## src/rtl/tpat_pkg.sv

```systemverilog
package tpat_pkg;

    typedef enum logic [3:0] {
        MODE_DATA     = 4'd0,
        MODE_MID      = 4'd1,
        MODE_POS      = 4'd2,
        MODE_NEG      = 4'd3,
        MODE_CHECK    = 4'd4,
        MODE_PN_LONG  = 4'd5,
        MODE_PN_SHORT = 4'd6,
        MODE_TOGGLE   = 4'd7,
        MODE_USER     = 4'd8
    } tpat_mode_e;

    typedef enum logic {
        PH_FIRST  = 1'b0,
        PH_SECOND = 1'b1
    } tpat_phase_e;

endpackage

```

## src/rtl/tpat_phase_fsm.sv

```systemverilog
module tpat_phase_fsm
    import tpat_pkg::*;
#(
    parameter int MODE_W = 4
) (
    input  logic              clk_i,
    input  logic              rst_i,
    input  logic [MODE_W-1:0] mode_i,
    output tpat_phase_e       phase_o
);

    tpat_phase_e       state_q;
    tpat_phase_e       state_d;
    tpat_phase_e       eff;
    logic [MODE_W-1:0] mode_q;
    logic              restart;

    // RESTART when the code moved, otherwise ADVANCE from the held state
    always_comb begin
        restart = (mode_i != mode_q);
        eff     = restart ? PH_FIRST : state_q;
        unique case (eff)
            PH_FIRST:  state_d = PH_SECOND;
            PH_SECOND: state_d = PH_FIRST;
        endcase
    end

    always_ff @(posedge clk_i) begin
        if (rst_i) begin
            state_q <= PH_FIRST;
            mode_q  <= '0;
        end else begin
            state_q <= state_d;
            mode_q  <= mode_i;
        end
    end

    assign phase_o = eff;

    // a changed code always selects the first word for this sample
    assert_restart_first_R10: assert property (@(posedge clk_i) disable iff (rst_i)
        (mode_i != mode_q) |-> (phase_o == PH_FIRST));

endmodule

```

## src/rtl/tpat_word_gen.sv

```systemverilog
module tpat_word_gen
    import tpat_pkg::*;
#(
    parameter int W = 12
) (
    input  tpat_mode_e  mode_i,
    input  tpat_phase_e phase_i,
    input  logic [W-1:0] din_i,
    input  logic [W-1:0] pn_i,
    input  logic [W-1:0] user_a_i,
    input  logic [W-1:0] user_b_i,
    output logic [W-1:0] word_o,
    output logic         fmt_ok_o
);

    localparam logic [W-1:0] ALL_ONES  = '1;
    localparam logic [W-1:0] ALL_ZEROS = '0;
    localparam logic [W-1:0] MID_WORD  = {1'b1, {(W-1){1'b0}}};

    logic [W-1:0] chk_first;
    logic         first;

    for (genvar i = 0; i < W; i++) begin : g_chk
        assign chk_first[i] = (((W - 1 - i) % 2) == 0);
    end

    assign first = (phase_i == PH_FIRST);

    always_comb begin
        word_o   = din_i;
        fmt_ok_o = 1'b0;
        unique case (mode_i)
            MODE_DATA: begin
                word_o   = din_i;
                fmt_ok_o = 1'b0;
            end
            MODE_MID: begin
                word_o   = MID_WORD;
                fmt_ok_o = 1'b1;
            end
            MODE_POS: begin
                word_o   = ALL_ONES;
                fmt_ok_o = 1'b1;
            end
            MODE_NEG: begin
                word_o   = ALL_ZEROS;
                fmt_ok_o = 1'b1;
            end
            MODE_CHECK: begin
                word_o   = first ? chk_first : ~chk_first;
                fmt_ok_o = 1'b0;
            end
            MODE_PN_LONG, MODE_PN_SHORT: begin
                word_o   = pn_i;
                fmt_ok_o = 1'b1;
            end
            MODE_TOGGLE: begin
                word_o   = first ? ALL_ONES : ALL_ZEROS;
                fmt_ok_o = 1'b0;
            end
            MODE_USER: begin
                word_o   = first ? user_a_i : user_b_i;
                fmt_ok_o = 1'b0;
            end
            default: begin
                word_o   = din_i;
                fmt_ok_o = 1'b0;
            end
        endcase
    end

endmodule

```

## src/rtl/tpat_out_stage.sv

```systemverilog
module tpat_out_stage #(
    parameter int W = 12
) (
    input  logic         clk_i,
    input  logic         rst_i,
    input  logic [W-1:0] word_i,
    input  logic         fmt_ok_i,
    input  logic         fmt_twos_i,
    input  logic         inv_i,
    output logic [W-1:0] dout_o
);

    logic         msb_flip;
    logic [W-1:0] fmt_word;
    logic [W-1:0] final_word;

    always_comb begin
        msb_flip   = fmt_ok_i & fmt_twos_i;
        fmt_word   = word_i ^ {msb_flip, {(W-1){1'b0}}};
        final_word = fmt_word ^ {W{inv_i}};
    end

    always_ff @(posedge clk_i) begin
        if (rst_i) dout_o <= '0;
        else       dout_o <= final_word;
    end

    // output cleared one clock after reset is seen
    assert_reset_clear_R1: assert property (@(posedge clk_i)
        rst_i |=> (dout_o == '0));

endmodule

```

## src/rtl/tpat_select.sv

```systemverilog
module tpat_select
    import tpat_pkg::*;
#(
    parameter int W = 12
) (
    input  logic         clk_i,
    input  logic         rst_i,
    input  logic [W-1:0] din_i,
    input  logic [3:0]   mode_i,
    input  logic         fmt_twos_i,
    input  logic         inv_i,
    input  logic [W-1:0] user_a_i,
    input  logic [W-1:0] user_b_i,
    input  logic [W-1:0] pn_word_i,
    output logic [W-1:0] dout_o
);

    localparam logic [W-1:0] MID_WORD = {1'b1, {(W-1){1'b0}}};

    tpat_phase_e  phase;
    logic [W-1:0] word;
    logic         fmt_ok;

    tpat_phase_fsm #(.MODE_W(4)) u_phase (
        .clk_i   (clk_i),
        .rst_i   (rst_i),
        .mode_i  (mode_i),
        .phase_o (phase)
    );

    tpat_word_gen #(.W(W)) u_gen (
        .mode_i   (tpat_mode_e'(mode_i)),
        .phase_i  (phase),
        .din_i    (din_i),
        .pn_i     (pn_word_i),
        .user_a_i (user_a_i),
        .user_b_i (user_b_i),
        .word_o   (word),
        .fmt_ok_o (fmt_ok)
    );

    tpat_out_stage #(.W(W)) u_out (
        .clk_i      (clk_i),
        .rst_i      (rst_i),
        .word_i     (word),
        .fmt_ok_i   (fmt_ok),
        .fmt_twos_i (fmt_twos_i),
        .inv_i      (inv_i),
        .dout_o     (dout_o)
    );

    // live data appears one clock later
    assert_data_latency_R11: assert property (@(posedge clk_i) disable iff (rst_i)
        (mode_i == 4'd0 && !inv_i) |=> (dout_o == $past(din_i)));

    // midscale level in offset binary
    assert_mid_level_R3: assert property (@(posedge clk_i) disable iff (rst_i)
        (mode_i == 4'd1 && !fmt_twos_i && !inv_i) |=> (dout_o == MID_WORD));

    // PN word passes through in offset binary
    assert_pn_pass_R7: assert property (@(posedge clk_i) disable iff (rst_i)
        (mode_i == 4'd5 && !fmt_twos_i && !inv_i) |=> (dout_o == $past(pn_word_i)));

    // consecutive checkerboard samples are bitwise complements
    assert_check_toggle_R4: assert property (@(posedge clk_i) disable iff (rst_i)
        (mode_i == 4'd4 && $past(mode_i) == 4'd4 && !$past(rst_i) && !inv_i && !$past(inv_i))
        |=> (dout_o == ~$past(dout_o)));

    // entering user mode starts with word A
    assert_user_first_R6: assert property (@(posedge clk_i) disable iff (rst_i)
        (mode_i == 4'd8 && $past(mode_i) != 4'd8 && !$past(rst_i) && !inv_i)
        |=> (dout_o == $past(user_a_i)));

endmodule

```

## config.mk

```make
export PLATFORM = sky130hd
export DESIGN_NAME = tpat_select
export DESIGN_NICKNAME = d
export VERILOG_FILES = /design/src/rtl/tpat_pkg.sv /design/src/rtl/tpat_phase_fsm.sv /design/src/rtl/tpat_word_gen.sv /design/src/rtl/tpat_out_stage.sv /design/src/rtl/tpat_select.sv
export SDC_FILE = /design/constraint.sdc
export NUM_CORES = 1
export LEC_CHECK = 0
export BUFFER_PORTS_ARGS = -buffer_cell sky130_fd_sc_hd__buf_2
export CORE_ASPECT_RATIO = 0.9
export CORE_UTILIZATION = 47
export DETAILED_ROUTE_END_ITERATION = 8
export PLACE_DENSITY = 0.83
export SYNTH_ARGS = -nofsm -noshare
export SYNTH_HDL_FRONTEND = slang
export SYNTH_HIERARCHICAL = 1
export SYNTH_SLANG_ARGS = --single-unit
```

## constraint.sdc

```tcl
create_clock -name clk_i -period 5.5 [get_ports clk_i]
set_input_delay 0.275 -clock clk_i [delete_from_list [all_inputs] [get_ports clk_i]]
set_output_delay 0.275 -clock clk_i [all_outputs]
set_load 0.1 [all_outputs]
```

==> impl_table.tex <==
\begin{tabular}{lr}
\hline
Metric & Value \\
\hline
\multicolumn{2}{l}{\textbf{Timing}} \\
RSZ-0062 raised after global routing & no \\
Slew Viols, Final & 0 \\
Least-Margin Pin Slew & 924 ps \\
Crit path time final & 2360 ps \\
Share of the clock period used by the worst path & 42.8\% \\
Worst clock skew on the final layout & 2.72 ps \\
Setup TNS & 0 ps \\
Tightest slew margin relative to the limit & 37.9\% \\
Top achievable clock speed & 424 MHz \\
Count of final hold-check violations & 0 \\
Final setup vio count & 0 \\
\multicolumn{2}{l}{\textbf{GRT}} \\
Routing usage on met2 & 40.6\% \\
Overall overflow remaining after global route & 0 \\
Initial antenna violation count & 0 \\
Largest net degree at the start of global routing & 19 \\
Total routing usage reported by global routing & 21.5\% \\
First-pass GRT wire length & 4860 um \\
Met1 Usage GRT & 26.2\% \\
GR Layer Usage met3 & 2.06\% \\
GRT Max-Usage Layer & met2 \\
Number of global-route vias before repair & 1161 \\
\multicolumn{2}{l}{\textbf{Outcome}} \\
Run status & finished, final reports clean \\
\multicolumn{2}{l}{\textbf{Clocking}} \\
Htree depth & 1 \\
Clock latency on the worst-skew pair & 280 ps \\
Post-cts resize count & 0 \\
Number of buffers inserted during clock tree synthesis & 3 \\
Number of buffers inserted to repair setup after CTS & 0 \\
Clock sink count & 17 \\
Reg clk slew, reported paths & around 90 ps \\
Number of buffers on the longest clock path & 2 \\
Hold buffer count at cts & 0 \\
Clock tree from TritonCTS & done \\
Clock tree root driver cell & clkbuf\_4 \\
\multicolumn{2}{l}{\textbf{Cells and area}} \\
Diodes inserted & 0 \\
Number of non-filler instances in the completed layout & 226 \\
Net count, final & 255 \\
Fraction of final layout cells with drive strength greater than 1 & 40.9\% \\
Final core occ & between 60\% and 70\% \\
Synth-to-layout area growth & 26.7\% \\
\multicolumn{2}{l}{\textbf{Routing}} \\
Number of DRC markers after the initial detailed-route iteration & 20 \\
DRC violations left & 0 \\
WL final & 2940 um \\
Per-cell routed wire length & 13.0 um \\
Routed vias/inst & 5.26 \\
Pre-Repair DR Iteration Count & 4 \\
Count of vias placed by the detailed router & 1188 \\
Post-DRT Antenna Nets & 0 \\
\multicolumn{2}{l}{\textbf{Critical path}} \\
Startpoint type of the worst setup path & flop \\
R2R Path Start & u\_phase/mode\_q[0] \\
Logic depth of the worst register-to-register path & 9 \\
Type of the worst setup path & flop to flop \\
Crit. Startpoint & u\_phase/mode\_q[0] \\
Crit end category & flop \\
Endpoint of the lowest-slack register-to-register path & u\_out/dout\_o[11] \\
Worst-path fanout max & 16 \\
Arrival time of the worst setup path & 2530 ps \\
Critical path destination & u\_out/dout\_o[11] \\
Register-to-register setup slack & 3140 ps \\
Worst endpoint required time & between 5000 and 6000 ps \\
\multicolumn{2}{l}{\textbf{Floorplan}} \\
Number of I/O pins & 68 \\
Placeable Area & roughly 2400 um2 \\
Overall die area & 2800 um2 \\
Die height & 50.3 um \\
Rows & 17 \\
Die X-Extent & 55.7 um \\
Starting utilization of the core area & 49.8\% \\
\multicolumn{2}{l}{\textbf{Logic synthesis}} \\
Synthesized-area fraction occupied by adder cells & 0\% \\
Syn\_area\_per\_cell & 8.90 um2 \\
Compound-gate portion of the synthesized area & 25.2\% \\
\#FFs+latches synth & 17 \\
Total number of yosys warnings & 6 \\
Syn nets & between 150 and 200 \\
Multiplexer fraction of the synthesized cell area & 12.0\% \\
Area share of xor/xnor cells in the synthesized design & a little under an eighth \\
Distinct cell type count after synthesis & 37 \\
Post-synthesis share of cell area spent on and, or, nand and nor gates & 14.9\% \\
Part of the Yosys area used for sequential elements & 27.9\% \\
Netlist area before placement & 1220 um2 \\
Post-synth top area cell & dfxtp\_1 \\
Leading post-synthesis cells by cell area & dfxtp\_1, mux2i\_1, xnor2\_1 \\
Synthesized instance count & 137 \\
Dominant combinational cell family by area after synthesis & compound AO/OA/AOI/OAI gates \\
Synth top area share & 27.9\% \\
\multicolumn{2}{l}{\textbf{Place}} \\
\# placed instances & 222 \\
IO buf count & between 60 and 70 \\
Placed wire-length estimate after detailed placement & 2370 um \\
Last weighted congestion value of the routability-driven placer & 0.765 \\
\multicolumn{2}{l}{\textbf{Power}} \\
Worst vdd rail ir drop & 0.000282 V \\
Pwr Density & about 250 nW/um2 \\
Leakage dissipation & 0.704 nW \\
\multicolumn{2}{l}{\textbf{Worst hold path}} \\
Hold Crit Class & primary input to flop \\
\multicolumn{2}{l}{\textbf{Job}} \\
Max-cap violation count & 0 \\
\hline
\end{tabular}
critical path: stages (launching register included):
cell and delay, ps:
dfxtp_1 340, nand2b_1 90, o2111ai_1 170, nor4_2 300, buf_4 290, mux2i_1 250
o221ai_2 120, o22a_2 200, xnor2_1 150, mux2_1 330
power breakdown:
group | internal [W] | switching [W] | total (W)
sequential | 0.000135 | 0.00000336 | 0.000139
clock | 0.0000269 | 0.0000358 | 0.0000628
combinational | 0.0000552 | 0.000126 | 0.000181
metrics by stage:
step / setup WS, ps / area [um2] / power, W / hold slack [ps]
final: 3140 / 1540 / 0.000383 / 331
after global routing: 2990 / 1540 / 0.000403 / 349
after CTS: 3160 / 1540 / 0.000384 / 325
after detailed placement: 2910 / 1520 / 0.000322 / 589
after global placement: 3000 / 1520 / 0.000317 / 560
after floorplan: 3480 / 1220 / 0.000285 / 342
layout make-up:
cell class | count | area [um2]
Clock buffer | 3 | 22.5
Tap cell | 28 | 35.0
Fill cell | 222 | 902
Timing Repair Buffer | 68 | 343
Inverter | 5 | 18.8
Multi-Input combinational cell | 104 | 779
Sequential cell | 17 | 340
Clock inverter | 1 | 5.00
sequential cells by signal, indices dropped and copies added (netlist names):
signal	cells
u_out/dout_o	12
u_phase/mode_q	4
u_phase/state_q	1
kinds of logic after synthesis:
kind of cell / Yosys count
AND/OR/NAND/NOR: 36
buffers and inverters: 16
multiplexers: 14
flip-flops: 17
XOR/XNOR: 15
AO/OA/AOI/OAI: 39
synth_stat cells:
| master | count |
|---|---|
| xor2_1 | 1 |
| a21boi_0 | 1 |
| o211a_1 | 1 |
| o22a_2 | 2 |
| o2bb2ai_1 | 6 |
| mux2i_1 | 12 |
| nor3_1 | 1 |
| o311a_1 | 1 |
| o22a_1 | 4 |
| a311oi_1 | 1 |
| xnor2_2 | 1 |
| nand2b_1 | 3 |
| and3b_1 | 2 |
| o21ai_0 | 3 |
| a21oi_1 | 8 |
| mux2_1 | 1 |
| a31oi_1 | 2 |
| nor2_1 | 21 |
| o2111ai_1 | 1 |
| mux2_4 | 1 |
| a2bb2oi_1 | 6 |
| nand2_1 | 2 |
| o221ai_2 | 1 |
| o41a_1 | 1 |
| buf_2 | 3 |
| o21bai_1 | 1 |
| buf_4 | 3 |
| nor2b_1 | 4 |
| buf_1 | 1 |
| nor4_1 | 1 |
| nor3_4 | 1 |
| inv_1 | 4 |
| buf_6 | 4 |
| dfxtp_1 | 17 |
| xnor2_1 | 13 |
| inv_2 | 1 |
| nand2_2 | 1 |
worst min path at each step:
stage               depth (start not counted)       startpoint                end
finish                                      2            rst_i  u_phase/mode_q[3]
global placement                            2  u_phase/state_q    u_phase/state_q
global route                                2            rst_i    u_out/dout_o[5]
floorplan                                   1            rst_i  u_phase/mode_q[0]
CTS                                         2            rst_i  u_phase/mode_q[3]
detailed placement                          2  u_phase/state_q    u_phase/state_q
per-layer routing:
layer	wire, um	part of all wire, %
met5	0	0
met4	0	0
met3	108	3.7
met2	1520	52
met1	1310	45
placed cells by master (no fill, tap or decap), types with 2 or more instances in the layout:
cell type,instances
buf_2,67
nor2_1,21
dfxtp_1,17
xnor2_1,13
mux2i_1,12
a21oi_1,8
a2bb2oi_1,6
o2bb2ai_1,6
inv_1,4
nor2b_1,4
o22a_1,4
clkbuf_4,3
o21ai_0,3
nand2b_1,3
and3b_1,2
nand2_1,2
a31oi_1,2
o22a_2,2
No activity file was read; power rests on OpenSTA's default activity.
